===== config.mk =====
export PLATFORM = sky130hd
export DESIGN_NAME = synth_div_mux
export DESIGN_NICKNAME = d
export VERILOG_FILES = /design/src/rtl/synth_div_mux.sv
export SDC_FILE = /design/constraint.sdc
export NUM_CORES = 1
export LEC_CHECK = 0
export ABC_CLOCK_PERIOD_IN_PS = 5350
export BUFFER_PORTS_ARGS = -buffer_cell sky130_fd_sc_hd__buf_4
export CAP_MARGIN = 0
export CELL_PAD_IN_SITES_DETAIL_PLACEMENT = 2
export CELL_PAD_IN_SITES_GLOBAL_PLACEMENT = 2
export CORE_MARGIN = 1
export CORE_UTILIZATION = 40
export DETAILED_ROUTE_END_ITERATION = 8
export PLACE_DENSITY = 0.95
export SLEW_MARGIN = 20
export SYNTH_ARGS = -nofsm -noshare
export SYNTH_HDL_FRONTEND = slang
export SYNTH_SLANG_ARGS = --single-unit

===== constraint.sdc =====
create_clock -name clk -period 5.35 [get_ports clk]
set_input_delay 0.2675 -clock clk [delete_from_list [all_inputs] [get_ports clk]]
set_output_delay 0.2675 -clock clk [all_outputs]
set_load 0.03 [all_outputs]

===== src/rtl/synth_div_mux.sv =====
`timescale 1ns/1ps
module synth_div_mux #(
  parameter int MW = 9,
  parameter int NW = 2,
  parameter int RW = 4,
  parameter int M_MIN = 250
) (
  input  logic          clk,
  input  logic          rst_n,
  input  logic          ref_tick,
  input  logic          vco_edge,
  input  logic          sclk_tick,
  input  logic [MW-1:0] m_val,
  input  logic [NW-1:0] n_code,
  input  logic [2:0]    test_code,
  input  logic          out_en,
  input  logic          sr_in,
  output logic          ref_div,
  output logic          fb_div,
  output logic          fout,
  output logic          fout_n,
  output logic          test_out,
  output logic          m_low
);
  localparam int NMAX = 1 << ((1 << NW) - 1);
  localparam int HW = (NMAX > 1) ? $clog2(NMAX) : 1;
  localparam logic [MW-1:0] ONE_M = MW'(1);
  localparam logic [HW-1:0] ONE_H = HW'(1);

  function automatic logic [HW-1:0] last_of(input logic [NW-1:0] c);
    logic [HW-1:0] v;
    v = '0;
    for (int i = 0; i < HW; i++)
      if (i < int'(c)) v[i] = 1'b1;
    return v;
  endfunction

  logic [RW-1:0] rcnt;
  logic          vph;
  logic [MW-1:0] mcnt, m_act;
  logic          fb_q;
  logic [MW-1:0] scnt, sm_act;
  logic          sq;
  logic [HW-1:0] hcnt;
  logic [NW-1:0] n_act;
  logic          fq, f4c, f4;
  logic          vrise;

  assign vrise = vco_edge & ~vph;

  always_ff @(posedge clk) begin
    if (!rst_n) rcnt <= '0;
    else if (ref_tick) rcnt <= rcnt + RW'(1);
  end
  assign ref_div = rcnt[RW-1];

  always_ff @(posedge clk) begin
    if (!rst_n) begin
      vph   <= 1'b0;
      mcnt  <= '0;
      m_act <= '1;
      fb_q  <= 1'b0;
    end else begin
      if (vco_edge) vph <= ~vph;
      if (vrise) begin
        if (mcnt == m_act - ONE_M) begin
          mcnt  <= '0;
          m_act <= m_val;
          fb_q  <= 1'b1;
        end else begin
          mcnt <= mcnt + ONE_M;
          fb_q <= 1'b0;
        end
      end
    end
  end
  assign fb_div = fb_q;

  always_ff @(posedge clk) begin
    if (!rst_n) begin
      scnt   <= '0;
      sm_act <= '1;
      sq     <= 1'b0;
    end else if (sclk_tick) begin
      if (scnt == sm_act - ONE_M) begin
        scnt   <= '0;
        sm_act <= m_val;
        sq     <= 1'b1;
      end else begin
        scnt <= scnt + ONE_M;
        sq   <= 1'b0;
      end
    end
  end

  always_ff @(posedge clk) begin
    if (!rst_n) begin
      hcnt  <= '0;
      n_act <= '1;
      fq    <= 1'b0;
      f4c   <= 1'b0;
      f4    <= 1'b0;
    end else if (vco_edge) begin
      if (hcnt == last_of(n_act)) begin
        hcnt  <= '0;
        n_act <= n_code;
        fq    <= ~fq;
        if (!fq) begin
          f4c <= ~f4c;
          if (f4c) f4 <= ~f4;
        end
      end else begin
        hcnt <= hcnt + ONE_H;
      end
    end
  end

  assign fout   = out_en & fq;
  assign fout_n = ~fout;
  assign m_low  = m_val < MW'(M_MIN);

  always_comb begin
    case (test_code)
      3'b000:  test_out = sr_in;
      3'b001:  test_out = 1'b1;
      3'b010:  test_out = ref_div;
      3'b011:  test_out = fb_q;
      3'b100:  test_out = fq;
      3'b101:  test_out = 1'b0;
      3'b110:  test_out = sq;
      default: test_out = f4;
    endcase
  end
endmodule


Word-level counts from Yosys, hierarchy flattened. Cells that the tools add are included.

Memories kept: 0. Output and inout bits: 6. Latch bits: 0. Bits of input ports: 21. Word-level logic and storage cells: 60. Flip-flop bits (word level): 51. Bits in writable memories: 0. Bits in read-only memories: 0.

Multiplexer cells: 15. Bitwise operators: 7. Equality and inequality tests: 9. Shift-type cells: 0. Multiply operators: 0. Div/mod/pow operators: 0. Reduce and logical (&&, ||, !) cells: 6. Magnitude comparators: 4. $add $sub $neg: 6.

Operator list (count): adder 9 x 1 -> 9 bit (second input constant) (2); == test 9 bit (2); two-way mux 9 bit (2); subtractor 9 x 1 -> 9 bit (second input constant) (2); two-way mux 1 bit (11); == test 3 bit (second input constant) (3); less-than comparator 9 x 8 -> 1 bit (second input constant) (1); one-hot mux 1 bit (7 select lines) (1); == test 3 x 2 -> 1 bit (second input constant) (2); AND reduction 2 bit (3); inverter 1 bit (5); adder 4 x 1 -> 4 bit (second input constant) (1); less-than comparator 1 x 2 -> 1 bit (first input constant) (2); AND reduction 4 bit (1); adder 3 x 1 -> 3 bit (second input constant) (1); == test 3 x 1 -> 1 bit (second input constant) (1); == test 3 bit (1); logical NOT 3 bit (1); two-way mux 3 bit (1); AND reduction 3 bit (1); AND 1 bit (2); less-than comparator 2 bit (first input constant) (1).

Logic depth before layout (Yosys ltp).
Depth in word-level cells: 6. Gate-level depth with buffers: 11. Mapped depth without buffers: 8.

Worst setup path after synthesis. Ideal clock, no wire load.

Kind: flip-flop to flip-flop. Start: register sm_act[0]. End: register sm_act[5]. Data required time: 5.278 ns. Cell stages (with the launch flop): 12. Path buffers: 3. Path slack: 3.023 ns. Arrival: 2.256 ns. Clock period less this slack: 2.327 ns. Library setup time: 0.072 ns. Cells stage by stage: dfxtp_1 -> clkbuf_1 -> inv_1 -> ha_1 -> nor4b_2 -> o311ai_1 -> o41ai_1 -> a311oi_2 -> nor3b_2 -> buf_6 -> buf_12 -> mux2i_1.

Word-level cells in the longest chain between the ends: 3.

RTL lines: start: declaration (line 42) `logic [MW-1:0] scnt, sm_act;`; start signal: assignment (line 87) `sm_act <= m_val;`; subtractor 9 x 1 -> 9 bit (line 85) `if (scnt == sm_act - ONE_M) begin`; == test 9 bit (line 85); AND reduction 2 bit (no source line).

Every way passes these cells. A chain may end at the register's enable or synchronous reset.

Worst setup path after layout.
Start: register sm_act[0]. End: register sm_act[1].

Same word-level chain as after synthesis.

==> summary.md <==
| Metric | Value |
|---|---|
| Status | `complete, no violations` |
| Largest stage delay on the critical path | `0.71 ns` |
| Max Clk Rate | `311 MHz` |
| Net Sw Power | `0.163 mW` |
| Layout cells sized above 1 | `14.9%` |
| Tightest Hold Check Type | `input port to flip-flop` |
| Hold buffers post-CTS | `0` |
| TritonCTS clock tree | `yes` |
| Buffers on Ports | `26` |
| Clock root buffer | `clkbuf_8` |
| CTS Sinks | `51` |
| Via count | `2345` |
| Register area share after synthesis | `34.8%` |
| Row cnt | `30` |
| Die H | `87.7 um` |
| VDD IR max | `0.000110 V` |
| Dpl cell area | `3180 um2` |
| Hold Path Cell Cnt | `3` |
| Net count, final | `364` |
| Tmin final | `3.21 ns` |
| Synth-to-layout area growth | `10.8%` |
| Hold Path End | `n_act[0]` |
| Worst Max-Slew Pin Slew | `0.805 ns` |
| Dpl cells | `426` |
| Switching fraction of total power | `24.6%` |
| Antenna violations before repair | `0` |
| Reg2reg end | `sm_act[1]` |
| Max Root-Sink Buffers | `2` |
| Top cell type's share of synthesized area | `34.8%` |
| Final Total Pwr | `0.666 mW` |
| Post-CTS setup repair buffer count | `0` |
| Flop2flop setup slack | `2.14 ns` |
| Sequential Power Share | `59.2%` |
| CP Max Fanout | `9` |
| Synth async-reset ratio | `0%` |
| Slew HR | `46.1%` |
| Worst r2r src | `sm_act[0]` |
| Final instance count without filler cells | `432` |
| # diodes | `0` |
| Post-Syn Area | `2940 um2` |
| Yosys cell types | `52` |
| Syn_nets | `345` |
| CP Capture Type | `flip-flop` |
| Max Slew Vio Count | `0` |
| CP required | `5.59 ns` |
| Final core utilization | `46.9%` |
| I/O Pins | `27` |
| Power Internal | `0.502 mW` |
| Yosys warnings | `0` |
| DR WL/cell | `19.2 um` |
| CP Data Arrival Time | `3.45 ns` |
| Pwr dens | `205 nW/um2` |
| Starting density of the core | `42.3%` |
| Reg2Reg Depth | `9` |
| Post-synth EDFFs | `0` |
| Worst-path cell chain | `inv_1, ha_1, nor4b_2, o311ai_1, o41ai_1, a311oi_2, nor3b_2, buf_4, mux2i_1` |
| CORE AREA | `6940 um2` |
| Detailed placement HPWL | `6130 um` |
| Max-cap viol count | `0` |
| Final period util | `60.1%` |
| P_leak | `1.12 nW` |
| Later-pin clock latency in the skew report | `0.31 ns` |
| Drt initial violations | `115` |
| 1st-pass router iterations | `4` |
| Setup violations, final | `0` |
| Fillers | `754` |
| Finished Cell Area | `3250 um2` |
| Drt drc | `0` |
| Critical Path Source Type | `flip-flop` |
| GRT Resource Usage Total | `23.5%` |
| Vias in the first global route | `2709` |
| Reg clk slew, reported paths | `0.09 ns` |
| Die W | `87.7 um` |
| Num CTS Buffers | `5` |
| # resized after CTS | `0` |
| RSZ-0062 raised after global routing | `false` |
| Global-route wire length before repair | `13800 um` |
| Post-route ant nets | `0` |
| H-tree Lvls | `2` |
| Pin count of the biggest net entering global routing | `64` |
| Clk pwr share | `32.3%` |
| Slowest cell on crit path | `nor3b_2` |
| Synthesized area per cell | `9.24 um2` |
| Grt ovf | `0` |
| Synth area leaders | `dfxtp_1, xnor2_1, mux2i_1, nor2b_1, xor2_1` |
| Largest area contributor in the netlist | `dfxtp_1` |
| Die ar. | `7690 um2` |
| Hold Vio Cnt, Final | `0` |
| Drt total wl | `8320 um` |
| Synth Instances | `318` |
| Setup tns final | `0 ns` |
| Vias per cell | `5.43` |
| Final Skew | `0.0105 ns` |
| Gate power share | `8.5%` |
| Routability congestion estimate | `0.758` |
| Ys flop type | `dfxtp_1` |
| Crit Path Category | `flip-flop to flip-flop` |
| Min-delay src | `n_code[0]` |
| Synth Register Bits | `51` |
[metal layers]
layer	wire, um	vias up	GRT usage, %
met5	0	-	0
met4	118	0	5.22
met3	141	14	4.52
met2	4630	24	45.2
met1	3430	1170	26.4
li1	-	1137	-
[Yosys cell counts, drive strengths merged (2+ instances only)]
master and n:
dfxtp 51, nor2b 33, xnor2 29, mux2i 24
nand2 19, nor2 17, nor3b 15, xor2 14
clkbuf 12, nand3 10, o21ai 9, nor3 8
nand4 7, ha 6, inv 6, nand3b 5
nor4b 5, o21a 5, a21oi 4, and2 4
buf 4, o22ai 3, and3 2, nor4 2
o211ai 2, o21bai 2, or4 2
[sequential cells by signal, summed over array words and instances (netlist names)]
name and cells:
f4c 1, fq 1, m_act 9, f4 1, hcnt 3, rcnt 4
sm_act 9, sq 1, n_act 2, mcnt 9, fb_div 1, scnt 9
vph 1
[final cells by class]
class,count,area (um2),share of cell area (%)
inverters,6,22.5,0.692
well taps,96,120,3.69
multi-input cells,245,1810,55.6
repair buffers,28,210,6.46
clock buffers,6,72.6,2.23
flip-flops and latches,51,1020,31.4
[through the flow]
stage,worst slack (ns),hold WS (ns)
floorplan,3.02,0.393
global placement,2.40,0.460
detailed placement,2.09,0.475
CTS,2.07,0.172
global route,1.87,0.202
finish,2.14,0.178
[kinds of logic after synthesis]
group,synth area share (%)
AOI/OAI and AO/OA,8.60
xor gates and xnor gates,12.8
adders and majority gates,2.56
buffers and inverters,3.92
DFF,34.8
muxes,8.56
and+or+nand+nor,28.8
[critical path, delay by kind of cell, from the launching register on]
kind	cells	cell delay [ns]
simple gates	2	1.16
buf+inv	2	0.46
fa+ha+maj	1	0.23
mux	1	0.21
flops	1	0.40
compound gates	3	0.69
[cells in the final DEF (no fill, tap or decap), types with 4 or more instances in the layout]
| master | count |
|---|---|
| and2_1 | 4 |
| buf_4 | 28 |
| clkbuf_8 | 5 |
| dfxtp_1 | 51 |
| ha_1 | 6 |
| inv_1 | 6 |
| mux2i_1 | 24 |
| nand2_1 | 19 |
| nand3_1 | 10 |
| nand3b_1 | 5 |
| nand4_1 | 7 |
| nor2_1 | 17 |
| nor2b_1 | 33 |
| nor3_1 | 8 |
| nor3b_1 | 8 |
| nor3b_2 | 7 |
| o21a_1 | 5 |
| o21ai_0 | 6 |
| xnor2_1 | 29 |
| xor2_1 | 14 |
[how the worst max path moves through the flow]
stage	startpoint	end	slack, ns
after floorplan	sm_act[0]	sm_act[5]	3.02
after global placement	sm_act[0]	sm_act[1]	2.40
after detailed placement	sm_act[0]	sm_act[5]	2.09
after CTS	sm_act[0]	sm_act[1]	2.07
after global routing	sm_act[0]	sm_act[1]	1.87
final	sm_act[0]	sm_act[1]	2.14
[power by group through the flow]
stage	Sequential, mW	Clock (mW)	Combinational, mW
after global placement	0.402	0	0.0525
after floorplan	0.400	0	0.0338
after global routing	0.395	0.236	0.0620
final	0.394	0.215	0.0566
after CTS	0.394	0.223	0.0575
after detailed placement	0.403	0	0.0564
No activity file was read; power rests on OpenSTA's default activity.
